**config.mk**
```make
export PLATFORM = sky130hd
export DESIGN_NAME = opnd_resolver
export DESIGN_NICKNAME = d
export VERILOG_FILES = /design/src/rtl/opr_pkg.sv /design/src/rtl/opr_classify.sv /design/src/rtl/opr_extfetch.sv /design/src/rtl/opnd_resolver.sv
export SDC_FILE = /design/constraint.sdc
export NUM_CORES = 1
export LEC_CHECK = 0
export ABC_AREA = 1
export BUFFER_PORTS_ARGS = -buffer_cell sky130_fd_sc_hd__buf_2
export CORE_MARGIN = 4
export CORE_UTILIZATION = 45
export CTS_CLUSTER_SIZE = 20
export DETAILED_ROUTE_END_ITERATION = 10
export MAX_ROUTING_LAYER = met4
export PLACE_DENSITY = 0.67
export SLEW_MARGIN = 25
export SYNTH_ARGS = -nofsm -noshare
export SYNTH_HDL_FRONTEND = slang
export SYNTH_SLANG_ARGS = --single-unit
```
**constraint.sdc**
```tcl
create_clock -name clk -period 3.4 [get_ports clk]
set_input_delay 0.68 -clock clk [delete_from_list [all_inputs] [get_ports clk]]
set_output_delay 0.68 -clock clk [all_outputs]
set_load 0.02 [all_outputs]
```
**src/rtl/opr_pkg.sv**
```systemverilog
package opr_pkg;

  typedef enum logic [1:0] {
    OK_REG  = 2'd0,
    OK_MEM  = 2'd1,
    OK_SPEC = 2'd2,
    OK_LIT  = 2'd3
  } opk_e;

  localparam logic [2:0] SPX_SP = 3'd0;
  localparam logic [2:0] SPX_PC = 3'd1;
  localparam logic [2:0] SPX_EX = 3'd2;

  localparam logic [2:0] LO_STACK = 3'd0;
  localparam logic [2:0] LO_PEEK  = 3'd1;
  localparam logic [2:0] LO_PICK  = 3'd2;
  localparam logic [2:0] LO_SP    = 3'd3;
  localparam logic [2:0] LO_PC    = 3'd4;
  localparam logic [2:0] LO_EX    = 3'd5;
  localparam logic [2:0] LO_ABS   = 3'd6;
  localparam logic [2:0] LO_IMM   = 3'd7;

endpackage

```
**src/rtl/opr_classify.sv**
```systemverilog
module opr_classify
  import opr_pkg::*;
#(
  parameter int DW   = 16,
  parameter int NREG = 8,
  parameter int SW   = 6
) (
  input  logic [SW-1:0]          sel,
  input  logic                   is_a,
  input  logic [NREG*DW-1:0]     regs,
  input  logic [DW-1:0]          sp_in,
  input  logic [DW-1:0]          pc_in,
  input  logic [DW-1:0]          ex_in,
  output opk_e                   kind,
  output logic [$clog2(NREG)-1:0] idx,
  output logic                   need_ext,
  output logic                   ext_is_val,
  output logic [DW-1:0]          base,
  output logic [DW-1:0]          value,
  output logic [DW-1:0]          sp_new
);
  localparam int IW = $clog2(NREG);

  logic [SW-1:0] code;
  logic [IW-1:0] ridx;
  logic [DW-1:0] rval;

  always_comb begin
    // b field is five bits wide: force the top bit clear
    code = is_a ? sel : {1'b0, sel[SW-2:0]};
    ridx = code[IW-1:0];
    rval = regs[ridx*DW +: DW];

    kind       = OK_REG;
    idx        = ridx;
    need_ext   = 1'b0;
    ext_is_val = 1'b0;
    base       = '0;
    value      = '0;
    sp_new     = sp_in;

    if (code[SW-1]) begin
      kind  = OK_LIT;
      idx   = '0;
      value = DW'(code[SW-2:0]) - DW'(1);
    end else begin
      unique case (code[4:3])
        2'd0: value = rval;
        2'd1: begin kind = OK_MEM; base = rval; end
        2'd2: begin kind = OK_MEM; base = rval; need_ext = 1'b1; end
        default: begin
          idx = '0;
          unique case (code[2:0])
            LO_STACK: begin
              kind = OK_MEM;
              if (is_a) begin
                base   = sp_in;
                sp_new = sp_in + DW'(1);
              end else begin
                base   = sp_in - DW'(1);
                sp_new = sp_in - DW'(1);
              end
            end
            LO_PEEK: begin kind = OK_MEM; base = sp_in; end
            LO_PICK: begin kind = OK_MEM; base = sp_in; need_ext = 1'b1; end
            LO_SP:   begin kind = OK_SPEC; idx = IW'(SPX_SP); value = sp_in; end
            LO_PC:   begin kind = OK_SPEC; idx = IW'(SPX_PC); value = pc_in; end
            LO_EX:   begin kind = OK_SPEC; idx = IW'(SPX_EX); value = ex_in; end
            LO_ABS:  begin kind = OK_MEM; need_ext = 1'b1; end
            default: begin kind = OK_LIT; need_ext = 1'b1; ext_is_val = 1'b1; end
          endcase
        end
      endcase
    end
  end

endmodule

```
**src/rtl/opr_extfetch.sv**
```systemverilog
module opr_extfetch #(
  parameter int AW = 16
) (
  input  logic          clk,
  input  logic          rst_n,
  input  logic          launch,
  input  logic [AW-1:0] pc_in,
  input  logic          ext_ready,
  output logic          ext_valid,
  output logic [AW-1:0] ext_addr,
  output logic          fire
);
  typedef enum logic {EF_IDLE, EF_WAIT} ef_e;

  ef_e           st_q, st_d;
  logic [AW-1:0] addr_q, addr_d;
  logic          addr_en;

  assign ext_valid = (st_q == EF_WAIT);
  assign ext_addr  = addr_q;
  assign fire      = ext_valid & ext_ready;

  always_comb begin
    st_d    = st_q;
    addr_en = 1'b0;
    addr_d  = pc_in;
    unique case (st_q)
      EF_IDLE: if (launch) begin st_d = EF_WAIT; addr_en = 1'b1; end
      default: if (ext_ready) st_d = EF_IDLE;
    endcase
  end

  always_ff @(posedge clk or negedge rst_n) begin
    if (!rst_n) begin
      st_q   <= EF_IDLE;
      addr_q <= '0;
    end else begin
      st_q <= st_d;
      if (addr_en) addr_q <= addr_d;
    end
  end

endmodule

```
**src/rtl/opnd_resolver.sv**
```systemverilog
module opnd_resolver
  import opr_pkg::*;
#(
  parameter int DW   = 16,
  parameter int NREG = 8,
  parameter int SW   = 6
) (
  input  logic                    clk,
  input  logic                    rst_n,
  input  logic                    start,
  input  logic [SW-1:0]           sel,
  input  logic                    is_a,
  input  logic [NREG*DW-1:0]      regs,
  input  logic [DW-1:0]           sp_in,
  input  logic [DW-1:0]           pc_in,
  input  logic [DW-1:0]           ex_in,
  output logic                    ext_valid,
  output logic [DW-1:0]           ext_addr,
  input  logic                    ext_ready,
  input  logic [DW-1:0]           ext_data,
  output logic                    busy,
  output logic                    done,
  output logic [1:0]              op_kind,
  output logic [$clog2(NREG)-1:0] op_idx,
  output logic [DW-1:0]           op_addr,
  output logic [DW-1:0]           op_value,
  output logic [DW-1:0]           sp_out,
  output logic [DW-1:0]           pc_out,
  output logic [1:0]              extra_cycles,
  output logic                    wr_en
);
  localparam int IW = $clog2(NREG);
  localparam logic [1:0] EXT_COST = 2'd1;

  opk_e          c_kind;
  logic [IW-1:0] c_idx;
  logic          c_ext, c_extval;
  logic [DW-1:0] c_base, c_value, c_sp;
  logic          go, fire;

  opr_classify #(.DW(DW), .NREG(NREG), .SW(SW)) u_cls (
    .sel(sel), .is_a(is_a), .regs(regs), .sp_in(sp_in), .pc_in(pc_in),
    .ex_in(ex_in), .kind(c_kind), .idx(c_idx), .need_ext(c_ext),
    .ext_is_val(c_extval), .base(c_base), .value(c_value), .sp_new(c_sp)
  );

  assign go = start & ~ext_valid;

  opr_extfetch #(.AW(DW)) u_fetch (
    .clk(clk), .rst_n(rst_n), .launch(go & c_ext), .pc_in(pc_in),
    .ext_ready(ext_ready), .ext_valid(ext_valid), .ext_addr(ext_addr),
    .fire(fire)
  );

  assign busy = ext_valid;

  // pending operand while the extension word is outstanding
  opk_e          p_kind;
  logic [IW-1:0] p_idx;
  logic          p_extval;
  logic [DW-1:0] p_base, p_sp, p_pc;
  logic          p_en;

  assign p_en = go & c_ext;

  always_ff @(posedge clk or negedge rst_n) begin
    if (!rst_n) begin
      p_kind   <= OK_REG;
      p_idx    <= '0;
      p_extval <= 1'b0;
      p_base   <= '0;
      p_sp     <= '0;
      p_pc     <= '0;
    end else if (p_en) begin
      p_kind   <= c_kind;
      p_idx    <= c_idx;
      p_extval <= c_extval;
      p_base   <= c_base;
      p_sp     <= c_sp;
      p_pc     <= pc_in + DW'(1);
    end
  end

  // result registers
  opk_e          r_kind_q, r_kind_d;
  logic [IW-1:0] r_idx_q, r_idx_d;
  logic [DW-1:0] r_addr_q, r_addr_d, r_val_q, r_val_d;
  logic [DW-1:0] r_sp_q, r_sp_d, r_pc_q, r_pc_d;
  logic [1:0]    r_xc_q, r_xc_d;
  logic          r_wr_q, r_wr_d, done_q, r_en;

  always_comb begin
    r_en = (go & ~c_ext) | fire;
    if (fire) begin
      r_kind_d = p_kind;
      r_idx_d  = p_idx;
      r_addr_d = p_extval ? '0 : p_base + ext_data;
      r_val_d  = p_extval ? ext_data : '0;
      r_sp_d   = p_sp;
      r_pc_d   = p_pc;
      r_xc_d   = EXT_COST;
    end else begin
      r_kind_d = c_kind;
      r_idx_d  = c_idx;
      r_addr_d = c_base;
      r_val_d  = c_value;
      r_sp_d   = c_sp;
      r_pc_d   = pc_in;
      r_xc_d   = 2'd0;
    end
    r_wr_d = (r_kind_d != OK_LIT);
  end

  always_ff @(posedge clk or negedge rst_n) begin
    if (!rst_n) begin
      done_q   <= 1'b0;
      r_kind_q <= OK_REG;
      r_idx_q  <= '0;
      r_addr_q <= '0;
      r_val_q  <= '0;
      r_sp_q   <= '0;
      r_pc_q   <= '0;
      r_xc_q   <= '0;
      r_wr_q   <= 1'b0;
    end else begin
      done_q <= r_en;
      if (r_en) begin
        r_kind_q <= r_kind_d;
        r_idx_q  <= r_idx_d;
        r_addr_q <= r_addr_d;
        r_val_q  <= r_val_d;
        r_sp_q   <= r_sp_d;
        r_pc_q   <= r_pc_d;
        r_xc_q   <= r_xc_d;
        r_wr_q   <= r_wr_d;
      end
    end
  end

  assign done         = done_q;
  assign op_kind      = r_kind_q;
  assign op_idx       = r_idx_q;
  assign op_addr      = r_addr_q;
  assign op_value     = r_val_q;
  assign sp_out       = r_sp_q;
  assign pc_out       = r_pc_q;
  assign extra_cycles = r_xc_q;
  assign wr_en        = r_wr_q;

endmodule

```
After elaboration in Yosys (flattened, before gate mapping). Cells that the tools add are included.

Add/sub/neg operators: 5. Multiply operators: 0. Divide/modulo/power cells: 0. Order comparisons: 0. Equality and inequality tests: 9. Shift-type cells: 1. Mux-type cells: 37. Bitwise logic cells: 7. Reductions and logical operators: 10.

Operator list (count): 2-to-1 mux 16 bit (13); indexed part select 128 x 8 -> 16 bit (1); case mux 16 bit (2 select lines) (3); case mux 16 bit (3 select lines) (1); adder 16 x 1 -> 16 bit (second input constant) (2); adder 16 bit (1); subtractor 16 x 1 -> 16 bit (second input constant) (1); case mux 2 bit (2 select lines) (3); 2-to-1 mux 1 bit (10); equality test 3 bit (second input constant) (3); 2-to-1 mux 3 bit (3); OR reduction 7 bit (1); equality test 3 x 2 -> 1 bit (second input constant) (2); 2-to-1 mux 6 bit (1); OR reduction 2 bit (3); OR reduction 3 bit (2); subtractor 5 x 1 -> 6 bit (second input constant) (1); OR reduction 5 bit (1); AND 1 bit (4); 2-to-1 mux 2 bit (2); OR reduction 4 bit (1); equality test 3 x 1 -> 1 bit (second input constant) (1); logical NOT 3 bit (1); equality test 2 x 1 -> 1 bit (second input constant) (1); other kinds (6) (7).

Register bits: 144. Latch bits: 0. Memory bits (writable): 0. Bits in read-only memories: 0. Memories: 0.

Logic depth before layout (Yosys ltp). Gate-level depths: netlist (run 1).

Word-level depth: 9. Mapped depth: 17. Gate-level depth less buffers: 15.

Cells and area by module. A second synthesis (run 1) with hierarchy kept.

Cells, all modules: 1686. Area total of the unflattened synthesis: 10835.4 um^2.

By module, submodules not included: opnd_resolver (times used 1, cells an instance 846, area each 6486.2 um^2, sequential area each 3153.0 um^2); opr_classify (times used 1, cells an instance 766, area each 3616.0 um^2, sequential area each 0.0 um^2); opr_extfetch (times used 1, cells an instance 74, area each 733.2 um^2, sequential area each 425.4 um^2).

Worst setup path after synthesis (run 1). No wires, ideal clock.

Kind: input -> register. Start: in sel[1]. End: reg p_sp[13]. Setup time: 124 ps. Arrival: 2381 ps. Required time: 3276 ps. Slack: 895 ps. Stages on the path: 15. Buffers on the path: 5. Cells stage by stage: buf_2 -> inv_2 -> buf_4 -> buf_6 -> ha_1 -> nand2_2 -> inv_2 -> a21oi_2 -> nand2_1 -> nor3_2 -> inv_2 -> buf_6 -> clkbuf_1 -> nand2_1 -> nand2_1.

Word-level cells in the longest chain between the ends: 7. Elaborated cells on any way between the ends: 14. Those cells by class: 4 x eq/ne; 7 x mux; 1 x bitwise; 2 x reduce/logical.

Ends and longest elaborated chain: from (decl) (line opnd_resolver.sv:11) `input logic [SW-1:0] sel,`; 2-to-1 mux 6 bit (*) (line opr_classify.sv:30) `code = is_a ? sel : {1'b0, sel[SW-2:0]};`; equality test 3 x 1 -> 1 bit (tied with other cells) (line opr_classify.sv:53) `unique case (code[2:0])`; OR reduction 5 bit (no line); 2-to-1 mux 1 bit (line opr_classify.sv:53); case mux 1 bit (2 select lines) (line opr_classify.sv:47) `unique case (code[4:3])`; 2-to-1 mux 1 bit (line opr_classify.sv:42) `if (code[SW-1]) begin`; AND 1 bit (line opnd_resolver.sv:64) `assign p_en = go & c_ext;`; to (signal assigned) (line opnd_resolver.sv:79) `p_sp <= c_sp;`; to (decl) (line opnd_resolver.sv:61) `logic [DW-1:0] p_base, p_sp, p_pc;`.

Mark *: on every way between the ends. The rest lies on a longest branch, timed or not. A chain may end at the register's enable or synchronous reset.

Final worst setup path (run 1).
Start: in sel[3]. End: reg r_val_q[11] (netlist: op_value[11]).

Word-level cells in the longest chain between the ends: 8. Elaborated cells on any way between the ends: 15. Those cells by class: 1 x add/sub; 2 x eq/ne; 6 x mux; 3 x bitwise; 3 x reduce/logical.

Ends and longest elaborated chain: 2-to-1 mux 6 bit (*) (line opr_classify.sv:30); equality test 2 x 1 -> 1 bit or logical NOT 2 bit (tied branches) (line opr_classify.sv:47); OR reduction 2 bit (no line); case mux 1 bit (2 select lines) (line opr_classify.sv:47); 2-to-1 mux 1 bit (line opr_classify.sv:42); NOT 1 bit (line opnd_resolver.sv:93) `r_en = (go & ~c_ext) | fire;`; AND 1 bit (line opnd_resolver.sv:93); OR 1 bit (line opnd_resolver.sv:93); to (signal assigned) (line opnd_resolver.sv:131) `r_val_q <= r_val_d;`; to (decl) (line opnd_resolver.sv:87) `logic [DW-1:0] r_addr_q, r_addr_d, r_val_q, r_val_d;`.

Marks and branches as above.

==> summary by stage, run 1 <==
Outcome
The flow ran to the end, and the final reports show no timing, DRC or antenna violations.

Worst setup path
The depth of the worst register-to-register path is 7. The category of the critical setup timing path is input port to flip-flop. The kind of start point of the critical path is an input port. In this run the worst path has a maximum fanout of 26. The signal arrival time at the worst endpoint is 2.84 ns.

STA puts the critical path data required time at 3.72 ns. STA classifies the critical path endpoint as a flip-flop.

Timing
The sum of negative setup slack is 0 ns. The post-route minimum period is 2.52 ns. The share of the cycle needed by the critical path after routing is 74.0%.

The worst pin sits at a relative slew slack of 36.9%. For the final database, setup skew stands at 0.00864 ns. Setup violations remaining at the end of the flow were counted as 0. The count of endpoints failing hold in the final timing report came to 0.

At the pin with the least slew margin, the transition time is 0.945 ns. For this run, the top clock speed supported by timing is 397 MHz. The final-report max-slew violation count is 0. Setup repair after global routing left no endpoint under its margin.

Clock network
The deepest clock path buffer count is 2. The later pin in the worst-skew pair is clocked with a latency of 0.43 ns. The number of buffers inserted by post-CTS setup repair is 0. TritonCTS built the clock tree.

Clock-pin slew was measured on the worst setup and hold paths at 0.08 ns. The number of buffers inserted during clock tree synthesis is 17. The clock net in this run drives a total of 143 sinks. The number of gates resized after CTS is 0.

The H-tree was split into 4 levels. The cts-stage hold buffer count is 0. The cell sitting at the root of the clock tree is a clkbuf_16.

GRT
After global routing the overflow that remains totals 0. Entering global routing, the biggest net connects 65 pins. The wire length of the first global-routing pass is 66,100 um. The total global routing track utilization is 34.0%. The number of global-route vias before repair is 11,400. The number of antenna violations at the first check in global routing is 0.

Power
The power density normalized to cell area is 537 nW/um^2. The clock network accounts for 28.5% of the total power. Combinational cells account for 35.6% of the total power. The sequential cell fraction of total power is 35.8%. The switching portion of total power is 41.4%. The power spent charging and discharging nets is 2780 uW. The internal cell power is 3940 uW.

The worst vdd rail ir drop is 0.311 mV. In this run the static leakage power is 0.00659 uW.

Detailed routing
The via-per-instance ratio is 5.63. Dividing the detail-routed wire length by the instance count gives 20.5 um. For this block, the initial DRC count from the detailed router was 1,227.

The count of nets left with antenna violations once routing finished came out at 0. After detailed routing, the number of remaining DRC violations is 0. The first detailed-routing pass took 5 iterations.

The via total after detailed routing is 11,800. The routed wire length is 42,900 um.

Layout
In the final design database the tool counted 2,030 nets. At the end of the flow the core is filled with cells to 55.5%. Relative to the synthesized area, the layout overhead comes to 21.8%. The count of cells in the finished layout, fillers not included, comes to 2,096. The number of diodes is 0. Of the cells placed in the final design, the portion with a size suffix greater than 1 is 21.1%.

Synth
Counting every instance in the synthesized netlist gives 1,548. The async set-reset flop share out of synthesis is 100%. The synthesized cell area is 10,300 sq um. Counting flops with a built-in enable in the synthesized netlist gives 0. By area the synthesized netlist is led by dfrtp_1 (35%), nand2_1 (17%), o21ai_0 (6.3%). The netlist uses 41 different library cells.

Counting flops and latches in the post-synthesis netlist gives 143. Summing the sequential cell areas from Yosys gives 34.8% of the chip area. The post-synthesis cell type with the largest combined area is dfrtp_1. The total nets after synthesis is 1,780.

The number of warning messages in the yosys log is 0. Among all flip-flop cells after synthesis, the most frequent one is dfrtp_1. Summed over its instances, the top area cell type makes up 34.8% of the synthesized netlist area. The per-instance average area after synthesis is 6.64 sq um.

Hold path
The min-delay analysis places its worst path in the category input port to async pin.

Placed design
The congestion estimate from routability-driven global placement came to 1.06. In this run, placement finished with an instance count of 2,064. The count of buffers from port buffering is 292. Detailed placement finished with a half-perimeter wire length of 33,700 um.

Floorplanning
During I/O placement, the number of pins put on the boundary was 294. The vertical die dimension is 159 um. Once the floorplan was initialized, standard cells occupied 45.6% of the core. The floorplan step defined a die boundary enclosing 25,300 sq um. The core area is 22,600 sq um. The floorplan has 55 rows.

In this run the horizontal extent of the chip is 159 um.

Job
Max-cap violations in this run came to 0.
-- Yosys cell counts (4+ instances only) --
| cell | n |
|---|---|
| or2_2 | 4 |
| a21oi_1 | 79 |
| xor2_1 | 22 |
| buf_1 | 4 |
| o211ai_1 | 26 |
| buf_2 | 40 |
| nor2_1 | 167 |
| o21bai_1 | 8 |
| a22o_1 | 6 |
| inv_1 | 110 |
| a221oi_1 | 15 |
| o21ai_0 | 130 |
| nor3_1 | 9 |
| inv_2 | 9 |
| nor2_2 | 5 |
| o21ai_1 | 14 |
| nand3_1 | 128 |
| buf_4 | 11 |
| clkbuf_1 | 35 |
| a31oi_1 | 9 |
| dfrtp_1 | 143 |
| nand3b_1 | 5 |
| o22ai_1 | 25 |
| nand2_1 | 477 |
| nand4_1 | 6 |
| a21o_1 | 6 |
| ha_1 | 28 |
-- cells in the final DEF (no fill, tap or decap), drive strengths merged --
cell type | synthesis | final
a211oi | 3 | 3
clkinv | 0 | 9
a221oi | 15 | 15
o21bai | 8 | 8
xnor2 | 1 | 1
a21oi | 81 | 81
o211ai | 26 | 26
dfrtp | 143 | 143
o31ai | 2 | 2
or2 | 4 | 4
inv | 119 | 125
nor2 | 173 | 173
nor3 | 11 | 11
o21a | 3 | 3
o22ai | 25 | 25
a22o | 6 | 6
buf | 58 | 324
o22a | 1 | 1
ha | 28 | 28
clkbuf | 35 | 17
a31oi | 9 | 9
xor2 | 22 | 22
o21ai | 144 | 144
conb | 1 | 1
a21o | 6 | 6
nand3 | 128 | 128
fa | 1 | 1
o221ai | 3 | 3
nand2 | 480 | 480
a2111oi | 1 | 1
nand4 | 6 | 6
nand3b | 5 | 5
-- layout make-up --
class	instances	area, sq um
Multi-Input combinational cell	1193	5800
Inverter	119	447
Timing Repair Buffer	324	1730
Sequential cell	143	3580
Fill cell	2320	10000
Tap cell	285	357
Clock buffer	17	425
Clock inverter	15	186
-- worst max-delay path: stages --
cell	delay [ns]
buf_2	0.12
ha_1	0.24
buf_4	0.19
a21oi_2	0.11
nand2_1	0.15
nand2_1	0.30
nand2_2	0.09
inv_2	0.43
buf_4	0.32
nor2_1	0.07
nand2_1	0.07
nand2_1	0.05
-- logic make-up after synthesis --
kind of cell	Yosys count	synth area share, %
AOI/OAI and AO/OA	333	18.8
xor gates and xnor gates	23	1.96
adders and majority gates	29	3.60
buffers and inverters	212	8.85
DFF	143	34.8
other	1	0.0365
and+or+nand+nor	807	31.9
-- state kept, by name, indices dropped and copies added, names as in the netlist --
name / flops
done: 1
extra_cycles: 1
op_addr: 16
op_idx: 3
op_kind: 2
op_value: 16
p_base: 16
p_extval: 1
p_idx: 3
p_kind: 2
p_pc: 16
p_sp: 16
pc_out: 16
sp_out: 16
u_fetch.ext_addr: 16
u_fetch.ext_valid: 1
wr_en: 1
-- per-layer routing --
metal / routed length (um) / up-vias / track usage [%]
met1: 18100 / 5486 / 44.8
met5: 0 / - / -
met4: 1610 / 0 / 12.5
li1: - / 5599 / -
met2: 19800 / 616 / 52.8
met3: 3430 / 90 / 5.95
-- through the flow --
step / hold WS, ns / power, uW / instance area, sq um / setup WS, ns
floorplan: 0.384 / 3860 / 10300 / 0.895
global placement: 0.454 / 4770 / 11900 / 0.545
detailed placement: 0.464 / 4800 / 11900 / 0.515
CTS: 0.195 / 6730 / 12500 / 0.965
global route: 0.208 / 7090 / 12500 / 0.616
finish: 0.182 / 6730 / 12500 / 0.883
-- power groups by stage --
stage	logic (uW)	registers, uW	clock network [uW]
after floorplan	1150	2710	0
after global placement	2340	2420	0
after detailed placement	2380	2430	0
after CTS	2380	2400	1940
after global routing	2630	2460	2000
final	2400	2410	1920
-- path summary, 6_finish.rpt --
check / from / end / slack, ns
min in group clk: op_value[12] / op_value[12] / 0.48
hold reg to reg: op_value[12] / op_value[12] / 0.48
max in group asynchronous: rst_n / u_fetch.ext_addr[12] / 2.41
setup / recovery: sel[3] / op_value[11] / 0.88
hold / removal: rst_n / p_pc[2] / 0.18
setup reg to reg: u_fetch.ext_valid / op_value[14] / 1.24
No activity file was read; power rests on OpenSTA's default activity.
==> run 2, diff against run 1 <==
--- a/config.mk
+++ b/config.mk
@@ -12,7 +12,7 @@
 export CTS_CLUSTER_SIZE = 20
 export DETAILED_ROUTE_END_ITERATION = 10
 export MAX_ROUTING_LAYER = met4
-export PLACE_DENSITY = 0.67
+export PLACE_DENSITY = 0.69
 export SLEW_MARGIN = 25
 export SYNTH_ARGS = -nofsm -noshare
 export SYNTH_HDL_FRONTEND = slang
==> constraint.sdc (replaced) <==
create_clock -name clk -period 2 [get_ports clk]
set_input_delay 0.4 -clock clk [delete_from_list [all_inputs] [get_ports clk]]
set_output_delay 0.4 -clock clk [all_outputs]
set_load 0.02 [all_outputs]
==> summary by stage, run 2 (synthesis gave the netlist of run 1 again) <==
Outcome
Outcome: finished, final reports clean (unchanged).

Power
The power spent charging and discharging nets is 4760 uW (was 2780 uW). The total leakage power is 0.00741 uW (was 0.00659 uW). The internal cell power was 7430 uW (was 3940 uW).

The worst vdd rail ir drop is 0.636 mV (was 0.311 mV). The sequential cell fraction of total power is 33.5% (was 35.8%). The power density normalized to cell area is 876 nW/um^2 (was 537 nW/um^2). The share of power burned in the clock network is 28.9% (was 28.5%). The switching portion of total power was 39.1% (was 41.4%).

The logic gate share of total power is 37.6% (was 35.6%).

Worst setup path
The startpoint of the lowest-slack register-to-register path is p_base[0] (was u_fetch.ext_valid). The required time at the endpoint of the critical path is 2.37 ns (was 3.72 ns). The category of the critical setup timing path is flip-flop to flip-flop (was input port to flip-flop). The critical register-to-register path endpoint is op_addr[12] (was op_value[14]). The depth of the worst register-to-register path is 11 (was 7).

The kind of start point of the critical path is a flip-flop (was input port). The worst reg-to-reg setup slack is 0.14 ns (was 1.24 ns). The type of destination of the critical path is a flip-flop (unchanged). The signal arrival time at the worst endpoint is 2.23 ns (was 2.84 ns). The maximum fanout along the worst path is 3 (was 26).

Timing
The count of endpoints failing hold in the final timing report is 0 (unchanged). The post-route clock skew is 0.0107 ns (was 0.00864 ns). The final-report max-slew violation count is 0 (unchanged). The max-slew headroom at the worst pin came to 64.0% (was 36.9%). The share of the cycle needed by the critical path after routing is 92.9%.

The sum of negative setup slack is 0 ns (unchanged). Unrepaired setup endpoints after global routing: false (unchanged). The number of setup violations in the final report is 0 (unchanged). Timing would allow up to 538 MHz. The smallest clock period supported by the final layout is computed as 1.86 ns. The slew of the pin with the lowest slew margin is 0.534 ns (was 0.945 ns).

GRT
The pin count of the biggest net entering global routing is 46 (was 65). The number of global-route vias before repair came to 11,900 (was 11,400). The total global routing track utilization is 34.4% (was 34.0%). The number of antenna violations at the first check in global routing is 0 (unchanged).

The total global routing overflow is 0 (unchanged). The wire length of the first global-routing pass is 67,200 um (was 66,100 um).

Clock network
The number of buffers inserted during clock tree synthesis is 17 (unchanged). The source-to-sink clock delay at the later pin of the worst-skew pair is 0.44 ns (was 0.43 ns). The number of clock sinks came to 143 (unchanged). The root cell of the clock tree is clkbuf_16 (unchanged).

The H-tree depth reported by CTS is 4 (unchanged). The deepest clock path buffer count is 2 (unchanged). The post-CTS clock slew at the launch and capture registers of the worst setup and hold paths is 0.07 ns (was 0.08 ns). The clock tree from TritonCTS is yes (unchanged).

Layout
The number of nets in the layout is 2,184 (was 2,030). The share of layout cells above drive strength 1 is 28.1% (was 21.1%). The final non-filler cell area is 13,900 sq um (was 12,500 sq um). The number of fillers in the final layout is 2,128 (was 2,320). The number of diodes is 0 (unchanged). The final cell count without fillers was 2,250 (was 2,096). The post-synthesis to final-layout area growth came to 35.4% (was 21.8%). Leading cell types in the layout, fill and taps excluded: nand2_1 (476), buf_2 (291), buf_4 (175) (was nand2_1 (477), buf_2 (291), nor2_1 (167)). The most frequent standard cell in the layout excluding fill and tap cells is nand2_1 (unchanged). The share of the core filled with cells is 61.7% (was 55.5%).

Detailed routing
The remaining routing DRC violations came to 0 (unchanged). The number of antenna-violating nets in the routed design came to 0 (unchanged). The via-per-instance ratio came to 5.47 (was 5.63). The routed wire length came to 43,200 um (was 42,900 um). The count of TritonRoute iterations in the first routing pass is 6 (was 5). The wire length per cell is 19.2 um (was 20.5 um). The violation count after the first detailed-route iteration came to 1,263 (was 1,227).

The via total after detailed routing is 12,300 (was 11,800).

Floorplanning
The floorplan die area was 25,300 sq um (unchanged). The starting utilization of the core area is 45.6% (unchanged). The number of I/O pins was 294 (unchanged).

The vertical die dimension is 159 um (unchanged). The width of the die came to 159 um (unchanged). The floorplan row count is 55 (unchanged). The core area is 22,600 sq um (unchanged).

Hold path
The worst hold path endpoint is u_fetch.ext_valid. The worst hold path class was input port to flip-flop (was input port to async pin). The worst min-delay path startpoint is ext_ready. Counting instances, the worst hold path has a depth of 2.

Placed design
The count of buffers from port buffering is 292 (unchanged). The cell area after placement was 13,200 sq um (was 11,900 sq um). The number of instances in the placed design is 2,215 (was 2,064).

The placer congestion estimate is 1.07 (was 1.06). The placed wire-length estimate is 35,300 um (was 33,700 um).

Job
The max-cap violation count is 0 (unchanged).
==> run 2: cell types whose count changed in the layout (fill, tap and decap cells not counted), moves of 3 or more <==
cell,delta
a21oi_1,-4
a21oi_2,+4
buf_12,+8
buf_4,+145
bufinv_16,+3
clkinv_4,-3
clkinv_8,-4
ha_1,-5
ha_4,+4
inv_6,+4
nand3_1,-3
nand3_2,+3
o21ai_0,-3
==> run 2: per-layer routing <==
metal	vias up	wire length [um]	track usage, %
met5	-	0	-
met4	0	1420	11.3
li1	5904	-	-
met1	5714	18800	46.6
met3	88	3060	3.93
met2	605	19900	54.3
==> run 2: area by class of cell <==
cell class	instances	area [sq um]	share of cell area [%]
clock buffer	17	425	3.05
clock inverter	15	216	1.55
tap	285	357	2.56
inverter	119	452	3.24
timing repair buffer	478	2990	21.5
sequential	143	3580	25.7
multi-input combinational	1193	5910	42.4
==> run 2: how the worst max path moves through the flow <==
stage / from / endpoint / slack [ns] / cells after the start
2_1_floorplan: sel[1] / p_pc[9] / -0.05 / 16
3_3_place_gp: sel[0] / op_value[10] / -0.19 / 13
3_5_place_dp: sel[0] / op_value[10] / -0.24 / 13
4_1_cts: p_base[0] / op_addr[6] / 0.01 / 9
5_1_grt: p_base[3] / op_addr[9] / 0.001 / 11
6_report: p_base[0] / op_addr[12] / 0.14 / 11
==> run 2: critical path: stages, from the launching register on <==
cell     delay (ns)
dfrtp_1        0.41
ha_2           0.20
fa_2           0.37
a21oi_1        0.18
o21ai_2        0.10
nand3_1        0.08
nand3_1        0.08
a21oi_1        0.12
o21ai_0        0.09
nand2_1        0.06
nand2_1        0.05
nand2_1        0.05
==> run 2: through the flow <==
step | setup WS, ns | hold slack (ns) | total power (uW)
6_report | 0.143 | 0.192 | 12200
5_1_grt | 0.00136 | 0.190 | 12900
4_1_cts | 0.0134 | 0.188 | 12100
3_5_place_dp | -0.242 | 0.354 | 8570
3_3_place_gp | -0.192 | 0.353 | 8500
2_1_floorplan | -0.0523 | 0.104 | 6580
==> run 2: power by group through the flow <==
stage | Sequential (uW) | Clock, uW | Combinational, uW
after floorplan | 4600 | 0 | 1980
after global placement | 4110 | 0 | 4390
after detailed placement | 4110 | 0 | 4450
after CTS | 4070 | 3560 | 4490
after global routing | 4170 | 3690 | 5010
final | 4090 | 3520 | 4580
==> run 2: repair_timing <==
action,CTS,global route
endpoints found under the setup margin,3,10
resized for setup,3,17
hold endpoints to repair,39,0
pin swaps,0,2
buffers inserted,0,2
hold buffers,1,0
==> run 3, diff against run 2 <==
--- a/config.mk
+++ b/config.mk
@@ -7,12 +7,13 @@
 export LEC_CHECK = 0
 export ABC_AREA = 1
 export BUFFER_PORTS_ARGS = -buffer_cell sky130_fd_sc_hd__buf_2
+export CORE_ASPECT_RATIO = 2
 export CORE_MARGIN = 4
-export CORE_UTILIZATION = 45
+export CORE_UTILIZATION = 48
 export CTS_CLUSTER_SIZE = 20
 export DETAILED_ROUTE_END_ITERATION = 10
 export MAX_ROUTING_LAYER = met4
-export PLACE_DENSITY = 0.69
+export PLACE_DENSITY = 0.74
 export SLEW_MARGIN = 25
 export SYNTH_ARGS = -nofsm -noshare
 export SYNTH_HDL_FRONTEND = slang
==> summary by stage, run 3 (synthesis gave the netlist of run 1 again) <==
Clock network
The root cell of the clock tree is clkbuf_16 (unchanged). The clock tree from TritonCTS was yes (unchanged). The number of buffers inserted during clock tree synthesis was 17 (unchanged). The H-tree depth reported by CTS is 4 (unchanged). The source-to-sink clock delay at the later pin of the worst-skew pair was 0.44 ns (about the same). The deepest clock path buffer count was 2 (unchanged). The post-CTS clock slew at the launch and capture registers of the worst setup and hold paths is 0.06 ns (was 0.07 ns).

The number of clock sinks is 143 (unchanged).

Detailed routing
The via total after detailed routing came to 12,500 (was 12,300). The routed wire length was 42,600 um (was 43,200 um). The via-per-instance ratio is 5.59 (was 5.47). The detailed-routed wire length on met3 is 2940 um (was 3060 um).

The met1 routed wirelength after detailed routing is 15,300 um (was 18,800 um). The violation count after the first detailed-route iteration came to 1,064 (was 1,263). The highest metal layer with signal wires is met4 (unchanged). The count of TritonRoute iterations in the first routing pass is 5 (was 6). The wire length per cell is 19.0 um (was 19.2 um). The wire length on met2 is 21,700 um (was 19,900 um). The remaining routing DRC violations was 0 (unchanged). The number of antenna-violating nets in the routed design is 0 (unchanged).

Worst setup path
The capture point of the critical path is op_addr[7] (was op_addr[12]). Crit-path cells: ha_1 -> nand3_1 -> nand3_2 -> nand2_1 -> nand3_2 -> buf_4 -> xnor2_1 -> o21ai_1 -> inv_1 -> a21oi_1 (was ha_2 -> fa_2 -> a21oi_1 -> o21ai_2 -> nand3_1 -> nand3_1 -> a21oi_1 -> o21ai_0 -> nand2_1 -> nand2_1 -> nand2_1). The type of destination of the critical path is a flip-flop (unchanged).

The delay of the slowest cell on the worst path is 0.45 ns (was 0.41 ns). The kind of start point of the critical path was a flip-flop (unchanged). The depth of the worst register-to-register path is 10 (was 11).

The worst reg-to-reg setup slack is 0.09 ns (was 0.14 ns). The required time at the endpoint of the critical path is 2.36 ns (was 2.37 ns). The maximum fanout along the worst path is 3 (unchanged).

The startpoint of the worst setup timing path is p_base[1] (was p_base[0]). The worst-path cell with the longest stage delay was dfrtp_2 (was dfrtp_1). The critical register-to-register path endpoint is op_addr[7] (was op_addr[12]). The signal arrival time at the worst endpoint was 2.27 ns (was 2.23 ns). The category of the critical setup timing path is flip-flop to flip-flop (unchanged). The startpoint of the lowest-slack register-to-register path was p_base[1] (was p_base[0]). The cell occurring most often along the worst timing path is nand3_2 (was nand2_1).

GRT
The pin count of the biggest net entering global routing was 54 (was 46). The number of antenna violations at the first check in global routing is 1 (was 0). The wire length of the first global-routing pass is 64,700 um (was 67,200 um). The total global routing overflow came to 0 (unchanged). The number of global-route vias before repair is 12,100 (was 11,900). The total global routing track utilization is 35.4% (was 34.4%).

Power
The power density normalized to cell area is 881 nW/um^2 (was 876 nW/um^2). The total leakage power is 0.00747 uW (was 0.00741 uW). The worst vdd rail ir drop is 0.772 mV (was 0.636 mV).

Placed design
The placer congestion estimate is 0.992 (was 1.07). The placed wire-length estimate is 34,500 um (was 35,300 um). The number of instances in the placed design is 2,206 (was 2,215). The setup slack at placement is -0.308 ns (was -0.242 ns). The count of buffers from port buffering came to 292 (unchanged).

Floorplanning
The starting utilization of the core area came to 48.9% (was 45.6%). The vertical die dimension was 215 um (was 159 um). The core area was 21,000 sq um (was 22,600 sq um).

The number of I/O pins is 294 (unchanged). The width of the die is 111 um (was 159 um). The floorplan row count is 75 (was 55). The floorplan die area is 24,000 sq um (was 25,300 sq um).

Layout
Leading cell types in the layout, fill and taps excluded: nand2_1 (476), buf_2 (291), buf_4 (177) (was nand2_1 (476), buf_2 (291), buf_4 (175)). The final cell count without fillers is 2,240 (was 2,250). The most frequent standard cell in the layout excluding fill and tap cells is nand2_1 (unchanged).

The share of layout cells above drive strength 1 came to 28.2% (was 28.1%). The share of the core filled with cells is 66.7% (was 61.7%). The number of nets in the layout is 2,189 (was 2,184). The post-synthesis to final-layout area growth was 36.4% (was 35.4%).

Timing
The count of endpoints failing hold in the final timing report is 0 (unchanged). The post-route clock skew is 0.00959 ns (was 0.0107 ns). The maximum clock rate is 523 MHz (was 538 MHz). The final-report max-slew violation count came to 0 (unchanged). The number of setup violations in the final report is 0 (unchanged). The setup slack after layout is 0.0892 ns (was 0.143 ns).

The slew of the pin with the lowest slew margin is 0.694 ns (was 0.534 ns). Unrepaired setup endpoints after global routing: false (unchanged). The max-slew headroom at the worst pin was 53.6% (was 64.0%). The share of the cycle needed by the critical path after routing is 95.5% (was 92.9%). The post-route minimum period came to 1.91 ns (was 1.86 ns).

Outcome
Outcome: finished, final reports clean (unchanged).

Job
The max-cap violation count is 0 (unchanged).

Hold path
The worst min-delay path startpoint was ext_ready (unchanged). The worst hold path class is input port to flip-flop (unchanged).
run 3: final cells by class:
cell class                      count  area (sq um)
Antenna cell                        1          2.50
Clock buffer                       19           443
Clock inverter                     13           233
Fill cell                        1934          6990
Inverter                          119           452
Multi-Input combinational cell   1193          5910
Sequential cell                   143          3580
Tap cell                          269           337
Timing Repair Buffer              483          3070
run 3: routing by layer:
layer / up-vias / GRT usage [%]
met2: 636 / 61.5
met1: 5846 / 38.9
met3: 124 / 4.50
li1: 5922 / -
met5: - / -
met4: 0 / 19.3
run 3: worst min path at each step:
stage / to / cells past startpoint
floorplan: done / 0
global placement: sp_out[13] / 1
detailed placement: sp_out[13] / 1
CTS: u_fetch.ext_valid / 2
global route: u_fetch.ext_valid / 2
finish: u_fetch.ext_valid / 2
run 3: worst max-delay path: cells and delay by family, from the launching register on:
| kind | cells | cell delay [ns] |
|---|---|---|
| compound gates | 2 | 0.33 |
| xor+xnor | 1 | 0.12 |
| fa+ha+maj | 1 | 0.32 |
| buf+inv | 2 | 0.21 |
| flops | 1 | 0.45 |
| simple gates | 4 | 0.40 |
run 3: power breakdown:
group	total [uW]	internal, uW	switching, uW
clock network	3650	2380	1280
logic	4570	1760	2810
registers	4140	3640	497
run 3: through the flow:
| step | cell area [sq um] | hold slack [ns] | power, uW | setup TNS [ns] |
|---|---|---|---|---|
| 6_report | 14000 | 0.187 | 12400 | 0 |
| 3_5_place_dp | 13200 | 0.397 | 8580 | -17.65 |
| 4_1_cts | 13900 | 0.186 | 12200 | 0 |
| 3_3_place_gp | 13200 | 0.392 | 8490 | -11.55 |
| 2_1_floorplan | 10300 | 0.104 | 6580 | -2.02 |
| 5_1_grt | 14000 | 0.200 | 13000 | 0 |
run 3: what timing repair did:
item,4_1_cts,5_1_grt
setup endpoints to repair,1,11
hold buffers,1,0
setup buffers,0,0
gates resized for setup,1,22
pin swaps,0,2
cloned,0,0
hold endpoints to repair,48,0
